--- src/rtl/pps_pkg.sv ---
package pps_pkg;

  localparam int NUM_DLY = 5;
  localparam int D_UP    = 0;
  localparam int D_BLON  = 1;
  localparam int D_BLOFF = 2;
  localparam int D_DOWN  = 3;
  localparam int D_CYC   = 4;

  typedef enum logic [3:0] {
    S_OFF, S_VDD_WAIT, S_VDD_ON, S_UP_RAIL, S_UP_LINK, S_UP_PANEL,
    S_UP_BL, S_ON, S_DN_BL, S_DN_VID, S_CYCLE
  } pps_state_e;

  typedef enum logic [1:0] {
    SEQ_OFF_IDLE = 2'b00,
    SEQ_UP       = 2'b01,
    SEQ_ON_IDLE  = 2'b10,
    SEQ_DOWN     = 2'b11
  } seq_code_e;

  typedef struct packed {
    logic      rail;
    logic      aux;
    logic      link;
    logic      video;
    logic      bl;
    logic      pwr_on;
    logic      busy;
    logic      cyc;
    seq_code_e seq;
  } pps_out_t;

  function automatic pps_out_t pps_decode(pps_state_e s);
    pps_out_t o;
    o = '{rail: 1'b0, aux: 1'b0, link: 1'b0, video: 1'b0, bl: 1'b0,
          pwr_on: 1'b0, busy: 1'b0, cyc: 1'b0, seq: SEQ_OFF_IDLE};
    case (s)
      S_VDD_WAIT: begin o.rail = 1'b1; o.busy = 1'b1; end
      S_VDD_ON:   begin o.rail = 1'b1; o.aux = 1'b1; end
      S_UP_RAIL:  begin o.rail = 1'b1; o.busy = 1'b1; o.seq = SEQ_UP; end
      S_UP_LINK:  begin o.rail = 1'b1; o.aux = 1'b1; o.link = 1'b1;
                        o.busy = 1'b1; o.seq = SEQ_UP; end
      S_UP_PANEL, S_UP_BL: begin
                        o.rail = 1'b1; o.aux = 1'b1; o.link = 1'b1;
                        o.video = 1'b1; o.busy = 1'b1; o.seq = SEQ_UP; end
      S_ON:       begin o.rail = 1'b1; o.aux = 1'b1; o.link = 1'b1;
                        o.video = 1'b1; o.bl = 1'b1; o.pwr_on = 1'b1;
                        o.seq = SEQ_ON_IDLE; end
      S_DN_BL:    begin o.rail = 1'b1; o.aux = 1'b1; o.link = 1'b1;
                        o.video = 1'b1; o.pwr_on = 1'b1; o.busy = 1'b1;
                        o.seq = SEQ_DOWN; end
      S_DN_VID:   begin o.rail = 1'b1; o.aux = 1'b1; o.pwr_on = 1'b1;
                        o.busy = 1'b1; o.seq = SEQ_DOWN; end
      S_CYCLE:    begin o.cyc = 1'b1; o.busy = 1'b1; end
      default:    ;
    endcase
    return o;
  endfunction

endpackage

--- src/rtl/pps_tick.sv ---
module pps_tick #(
  parameter int DIV = 20000
) (
  input  logic clk,
  input  logic rst,
  output logic tick
);
  localparam int W = (DIV > 1) ? $clog2(DIV) : 1;
  localparam logic [W-1:0] LAST = W'(DIV - 1);

  logic [W-1:0] cnt;

  always_ff @(posedge clk) begin
    if (rst) begin
      cnt  <= '0;
      tick <= 1'b0;
    end else begin
      tick <= (cnt == LAST);
      if (cnt == LAST) cnt <= '0;
      else             cnt <= cnt + 1'b1;
    end
  end
endmodule

--- src/rtl/pps_delay_sel.sv ---
module pps_delay_sel
  import pps_pkg::*;
#(
  parameter int REG_W     = 13,
  parameter int CYC_W     = 4,
  parameter int CNT_W     = 16,
  parameter int CYC_SCALE = 1000
) (
  input  logic                              clk,
  input  logic                              rst,
  input  logic [D_CYC-1:0][REG_W-1:0]       reg_dly,
  input  logic [CYC_W-1:0]                  reg_cyc,
  input  logic [NUM_DLY-1:0][CNT_W-1:0]     tbl_dly,
  output logic [NUM_DLY-1:0][CNT_W-1:0]     dly
);
  localparam logic [CNT_W-1:0] SCALE = CNT_W'(CYC_SCALE);

  for (genvar i = 0; i < NUM_DLY; i++) begin : g_ch
    logic [CNT_W-1:0] reg_ticks;
    logic [CNT_W-1:0] pick_q;
    if (i == D_CYC) begin : g_scaled
      assign reg_ticks = CNT_W'(reg_cyc) * SCALE;
    end else begin : g_plain
      assign reg_ticks = CNT_W'(reg_dly[i]);
    end
    always_ff @(posedge clk) begin
      if (rst) pick_q <= '0;
      else     pick_q <= (reg_ticks > tbl_dly[i]) ? reg_ticks : tbl_dly[i];
    end
    assign dly[i] = pick_q;
  end
endmodule

--- src/rtl/pps_fsm.sv ---
module pps_fsm
  import pps_pkg::*;
#(
  parameter int CNT_W         = 16,
  parameter int TIMEOUT_TICKS = 50000
) (
  input  logic                          clk,
  input  logic                          rst,
  input  logic                          tick,
  input  logic                          tgt,
  input  logic                          force_vdd,
  input  logic                          train_done,
  input  logic [NUM_DLY-1:0][CNT_W-1:0] dly,
  output pps_out_t                      o,
  output logic                          timeout
);
  localparam int TW = $clog2(TIMEOUT_TICKS + 1);
  localparam logic [TW-1:0] TLIM = TW'(TIMEOUT_TICKS);

  pps_state_e       state, state_n;
  logic [CNT_W-1:0] cnt, ld_val;
  logic             load, done;
  logic [TW-1:0]    tcnt;
  logic             tarm;
  logic             down_start, idle_off, up_start;

  assign done = (cnt == '0);

  always_comb begin
    state_n = state;
    load    = 1'b0;
    ld_val  = '0;
    case (state)
      S_OFF:
        if (tgt) begin
          state_n = S_UP_RAIL; load = 1'b1; ld_val = dly[D_UP];
        end else if (force_vdd) begin
          state_n = S_VDD_WAIT; load = 1'b1; ld_val = dly[D_UP];
        end
      S_VDD_WAIT: if (done) state_n = S_VDD_ON;
      S_VDD_ON:
        if (tgt) state_n = S_UP_LINK;
        else if (!force_vdd) begin
          state_n = S_CYCLE; load = 1'b1; ld_val = dly[D_CYC];
        end
      S_UP_RAIL:  if (done) state_n = S_UP_LINK;
      S_UP_LINK:  state_n = S_UP_PANEL;
      S_UP_PANEL:
        if (train_done) begin
          state_n = S_UP_BL; load = 1'b1; ld_val = dly[D_BLON];
        end
      S_UP_BL:    if (done) state_n = S_ON;
      S_ON:
        if (!tgt) begin
          state_n = S_DN_BL; load = 1'b1; ld_val = dly[D_BLOFF];
        end
      S_DN_BL:
        if (done) begin
          state_n = S_DN_VID; load = 1'b1; ld_val = dly[D_DOWN];
        end
      S_DN_VID:
        if (done) begin
          if (force_vdd) state_n = S_VDD_ON;
          else begin
            state_n = S_CYCLE; load = 1'b1; ld_val = dly[D_CYC];
          end
        end
      S_CYCLE:    if (done) state_n = S_OFF;
      default:    state_n = S_OFF;
    endcase
  end

  always_ff @(posedge clk) begin
    if (rst) begin
      state <= S_OFF;
      cnt   <= '0;
      o     <= pps_decode(S_OFF);
    end else begin
      state <= state_n;
      o     <= pps_decode(state_n);
      if (load)                cnt <= ld_val;
      else if (tick && !done)  cnt <= cnt - 1'b1;
    end
  end

  // power-down watchdog
  assign down_start = (state == S_ON) && (state_n == S_DN_BL);
  assign idle_off   = (state_n == S_OFF) || (state_n == S_VDD_ON);
  assign up_start   = (state_n == S_UP_RAIL) ||
                      ((state == S_VDD_ON) && (state_n == S_UP_LINK));

  always_ff @(posedge clk) begin
    if (rst) begin
      tarm    <= 1'b0;
      tcnt    <= '0;
      timeout <= 1'b0;
    end else begin
      if (up_start) timeout <= 1'b0;
      if (down_start) begin
        tarm <= 1'b1;
        tcnt <= '0;
      end else if (tarm) begin
        if (idle_off) tarm <= 1'b0;
        else if (tick && tcnt != TLIM) tcnt <= tcnt + 1'b1;
        if (tcnt == TLIM) timeout <= 1'b1;
      end
    end
  end
endmodule

--- src/rtl/panel_pwr_seq.sv ---
module panel_pwr_seq
  import pps_pkg::*;
#(
  parameter int TICK_DIV      = 20000,
  parameter int REG_W         = 13,
  parameter int CYC_W         = 4,
  parameter int CNT_W         = 16,
  parameter int CYC_SCALE     = 1000,
  parameter int TIMEOUT_TICKS = 50000
) (
  input  logic             clk,
  input  logic             rst,
  input  logic             pwr_target_i,
  input  logic             force_vdd_i,
  input  logic             train_done_i,
  input  logic [REG_W-1:0] cfg_up_dly_i,
  input  logic [REG_W-1:0] cfg_blon_dly_i,
  input  logic [REG_W-1:0] cfg_bloff_dly_i,
  input  logic [REG_W-1:0] cfg_down_dly_i,
  input  logic [CYC_W-1:0] cfg_cycle_i,
  input  logic [CNT_W-1:0] tbl_up_dly_i,
  input  logic [CNT_W-1:0] tbl_blon_dly_i,
  input  logic [CNT_W-1:0] tbl_bloff_dly_i,
  input  logic [CNT_W-1:0] tbl_down_dly_i,
  input  logic [CNT_W-1:0] tbl_cycle_i,
  output logic             rail_en_o,
  output logic             aux_ready_o,
  output logic             link_train_o,
  output logic             video_en_o,
  output logic             backlight_en_o,
  output logic             panel_on_o,
  output logic [1:0]       seq_state_o,
  output logic             busy_o,
  output logic             cycle_active_o,
  output logic             timeout_o
);
  logic                          tick;
  logic [D_CYC-1:0][REG_W-1:0]   reg_pack;
  logic [NUM_DLY-1:0][CNT_W-1:0] tbl_pack;
  logic [NUM_DLY-1:0][CNT_W-1:0] dly;
  pps_out_t                      st;

  assign reg_pack = {cfg_down_dly_i, cfg_bloff_dly_i, cfg_blon_dly_i, cfg_up_dly_i};
  assign tbl_pack = {tbl_cycle_i, tbl_down_dly_i, tbl_bloff_dly_i,
                     tbl_blon_dly_i, tbl_up_dly_i};

  pps_tick #(.DIV(TICK_DIV)) u_tick (.clk(clk), .rst(rst), .tick(tick));

  pps_delay_sel #(
    .REG_W(REG_W), .CYC_W(CYC_W), .CNT_W(CNT_W), .CYC_SCALE(CYC_SCALE)
  ) u_sel (
    .clk(clk), .rst(rst), .reg_dly(reg_pack), .reg_cyc(cfg_cycle_i),
    .tbl_dly(tbl_pack), .dly(dly)
  );

  pps_fsm #(.CNT_W(CNT_W), .TIMEOUT_TICKS(TIMEOUT_TICKS)) u_fsm (
    .clk(clk), .rst(rst), .tick(tick), .tgt(pwr_target_i),
    .force_vdd(force_vdd_i), .train_done(train_done_i), .dly(dly),
    .o(st), .timeout(timeout_o)
  );

  assign rail_en_o      = st.rail;
  assign aux_ready_o    = st.aux;
  assign link_train_o   = st.link;
  assign video_en_o     = st.video;
  assign backlight_en_o = st.bl;
  assign panel_on_o     = st.pwr_on;
  assign seq_state_o    = st.seq;
  assign busy_o         = st.busy;
  assign cycle_active_o = st.cyc;
endmodule

--- config.mk ---
export PLATFORM = sky130hd
export DESIGN_NAME = panel_pwr_seq
export DESIGN_NICKNAME = d
export VERILOG_FILES = /design/src/rtl/pps_pkg.sv /design/src/rtl/pps_tick.sv /design/src/rtl/pps_delay_sel.sv /design/src/rtl/pps_fsm.sv /design/src/rtl/panel_pwr_seq.sv
export SDC_FILE = /design/constraint.sdc
export NUM_CORES = 1
export LEC_CHECK = 0
export CAP_MARGIN = 20
export CELL_PAD_IN_SITES_DETAIL_PLACEMENT = 0
export CELL_PAD_IN_SITES_GLOBAL_PLACEMENT = 1
export CORE_MARGIN = 2
export CORE_UTILIZATION = 45
export CTS_BUF_LIST = sky130_fd_sc_hd__clkbuf_8
export DETAILED_ROUTE_END_ITERATION = 12
export DONT_BUFFER_PORTS = 1
export GPL_TIMING_DRIVEN = 0
export PLACE_DENSITY_LB_ADDON = 0.1
export SETUP_SLACK_MARGIN = 0.3
export SKIP_LAST_GASP = 1
export SYNTH_ARGS = -nofsm -noshare
export SYNTH_HDL_FRONTEND = slang
export SYNTH_SLANG_ARGS = --single-unit
export TNS_END_PERCENT = 1
--- constraint.sdc ---
create_clock -name clk -period 5.45 [get_ports clk]
set_input_delay 1.09 -clock clk [delete_from_list [all_inputs] [get_ports clk]]
set_output_delay 1.09 -clock clk [all_outputs]
set_load 0.01 [all_outputs]
==> results_dict.tcl <==
set metrics [dict create \
    status "finished clean" \
    worst_pin_slew_ns 0.838 \
    first_iter_violations 495 \
    wl_met1_microns 11400 \
    critPathBufInv 3 \
    synth-seq-cells 144 \
    synth_area_per_cell_sq_um 8.45 \
    hold-worst-slack_ns 0.457 \
    min_period_ns 4.96 \
    port_buffers 0 \
    synth_edf_count 0 \
    power_mw 3.93 \
    antenna_found_initial 1 \
    path_class "in2reg" \
    p_leak_nw 4.34 \
    crit_chain "fa_1, inv_1, fa_1, inv_1, ha_1, nor2b_1, o21ai_0, a21oi_1, o21ai_0, nand3b_1, nor2b_1, ha_1, o21a_1, o21ai_0, nor3_2, nand2_2, buf_4, or3b_2, a21oi_1" \
    start_util_pct 45.8 \
    core_area_sq_um 20200 \
    cts_buffers 17 \
    clock_path_buffers 2 \
    areaGrowthSynthToFinish_pct 8.86 \
    fin_worst_skew_ns 0.0112 \
    root_buffer "clkbuf_8" \
    netlist_area_sq_um 9270 \
    path_clk_slew_ns 0.08 \
    clock.fmax_mhz 201 \
    dr_wl_met2_microns 11900 \
    powerDensity_nw_per_um2 390 \
    cpPeakStageDelay_ns 0.60 \
    crit_arrival_ns 5.34 \
    relSlewSlack_pct 44.1 \
    yosysMostFrequentCell "dfxtp_1" \
    firstDrtPassIters 6 \
    drc 0 \
    ir_drop_mv 0.204 \
    clkLatencyLatePin_ns 0.46 \
    setup_viol 0 \
    cp-end-kind "flop" \
    ant_nets 0 \
    yosys.area.top_type_share_pct 31.1 \
    drv_cap 0 \
    grt_max_degree 17 \
    min_path_type "reg2reg" \
    critical_path.top_delay_family "adder cells" \
    grt_pass1_wl_microns 40000 \
    io_pins 152 \
    rows 52 \
    seq_area_frac_synth_pct 31.1 \
    drt-total-wl_microns 25200 \
    overflow 0 \
    antenna_cells 0 \
    synth_warnings 0 \
    finalNonFillerCells 1404 \
    dp_hpwl_microns 20000 \
    placedCellCount 1368 \
    grt_use_total_pct 23.3 \
    crit_path_start_kind "input pin" \
    dr_total_vias 7728 \
    drive_gt1_share_pct 6.79 \
    die-area_sq_um 21800 \
    rsz0062_at_grt "yes" \
    gp_congestion 0.859 \
    synth_area_leaders "dfxtp_1, ha_1, nand2b_1" \
    crit_path_max_fanout 7 \
    die_h_microns 147 \
    cp_common_cell "o21ai_0" \
    syn-num-nets 1327 \
    synth_top_area_cell "dfxtp_1" \
    top_layer "met4" \
    critPathSlowestCell "fa_1" \
    synthFlopType "dfxtp_1" \
    syn_inst 1097 \
    dr_wl_met3_microns 1560 \
    final.setup.tns_ns 0 \
    fin_crit_sh_pct 91.1 \
    hold_viol 0 \
    clock-sinks 144 \
    synthArstFlopShare_pct 0 \
    h-tree-depth 4 \
    avgViaCountPerCell 5.50 \
    wl_per_cell_microns 17.9 \
    critical_path_required_ns 5.83 \
    cts_tree "done" \
    die_w_microns 147 \
    final_nets 1351 \
    ys_types 67 \
    cts_hold_buf 0 \
    grt_pass1_vias 7627 \
    n_fill_cell 2035 \
    synth_commonest_cells "dfxtp_1, nand2b_1, inv_1, ha_1, nor2_1" \
    slew_viol_final 0 \
]
==> per-layer routing <==
metal  GRT usage, %  up-vias
li1               -     3893
met1           30.6     3627
met2           39.2      187
met3           5.77       21
met4           4.90        0
met5              0        -
==> path summary, 6_finish.rpt <==
kind	startpoint	end	slack [ns]	depth (start not counted)
setup / recovery	cfg_cycle_i[1]	u_sel.g_ch[4].pick_q[12]$_SDFF_PP0_	0.49	19
hold / removal	u_tick.cnt[0]$_SDFF_PP0_	u_tick.cnt[0]$_SDFF_PP0_	0.46	1
setup reg to reg	u_fsm.cnt[0]$_SDFFE_PP0P_	u_fsm.tcnt[12]$_SDFFE_PP0P_	2.14	10
hold reg to reg	u_tick.cnt[0]$_SDFF_PP0_	u_tick.cnt[0]$_SDFF_PP0_	0.46	1
==> sequential cells by signal (all words and copies together) (netlist names) <==
| signal | count |
|---|---|
| u_fsm.cnt | 16 |
| u_fsm.o | 10 |
| u_fsm.state | 4 |
| u_fsm.tarm | 1 |
| u_fsm.tcnt | 16 |
| u_fsm.timeout | 1 |
| u_sel.g_ch.pick_q | 80 |
| u_tick.cnt | 15 |
| u_tick.tick | 1 |
==> area by class of cell <==
class | instances | area [sq um] | area share, %
Buffer | 48 | 204 | 2.02
Clock buffer | 18 | 248 | 2.46
Clock inverter | 14 | 174 | 1.72
Inverter | 112 | 420 | 4.17
Multi-Input combinational cell | 793 | 5780 | 57.3
Sequential cell | 144 | 2880 | 28.6
Tap cell | 270 | 338 | 3.35
Timing Repair Buffer | 5 | 37.5 | 0.372
==> placed cells by master (no fill, tap or decap), types with 6 or more instances in the layout <==
cell type,count
a211oi_1,7
a21o_1,28
a21oi_1,61
a221oi_1,13
a222oi_1,13
a31o_2,6
and2_1,10
and3_1,10
and4_1,9
buf_2,7
buf_4,7
clkbuf_1,33
clkbuf_8,18
dfxtp_1,144
fa_1,7
ha_1,82
inv_1,112
mux2i_1,59
nand2_1,49
nand2b_1,117
nand3_1,30
nand4_1,21
nor2_1,73
nor2b_1,16
nor3_1,22
nor3b_1,8
nor4_1,11
o21a_1,21
o21ai_0,23
or3_1,7
xnor2_1,9
xor2_1,9
==> what timing repair did <==
action	CTS	global route
gates cloned	0	0
pin swaps	0	3
gates resized for setup	2	4
setup buffers	0	4
endpoints found under the setup margin	5	10
==> metrics by stage <==
stage / util, % / worst slack (ns) / instance area [sq um]
floorplan: - / 0.394 / 9270
global placement: 47.5 / -0.224 / 9600
detailed placement: 47.5 / -0.233 / 9610
CTS: 49.6 / 0.370 / 10000
global route: 49.8 / 0.213 / 10100
finish: 49.8 / 0.487 / 10100
==> cells by family (layout without fill, tap and decap cells) <==
family / Yosys count / in the layout / synth area share, %
adders and majority gates: 89 / 89 / 12.6
and+or+nand+nor: 407 / 407 / 24.6
xor gates and xnor gates: 18 / 18 / 1.70
muxes: 62 / 62 / 6.71
buffers and inverters: 160 / 197 / 6.70
DFF: 144 / 144 / 31.1
AOI/OAI and AO/OA: 217 / 217 / 16.6
==> worst register-to-register path, stage by stage, from the launching register on <==
cell,delay [ns]
dfxtp_1,0.37
inv_1,0.12
ha_1,0.16
or4b_4,0.48
o41ai_2,0.56
o21ai_0,0.22
a211oi_2,0.54
nand4b_1,0.26
buf_2,0.27
a21o_1,0.18
a21oi_1,0.11
==> power breakdown <==
part | internal (mW) | total [mW] | switching [mW]
clock | 0.437 | 0.891 | 0.453
sequential | 1.18 | 1.30 | 0.120
combinational | 0.713 | 1.74 | 1.02
Note: power is estimated with default switching activity, not from simulation.
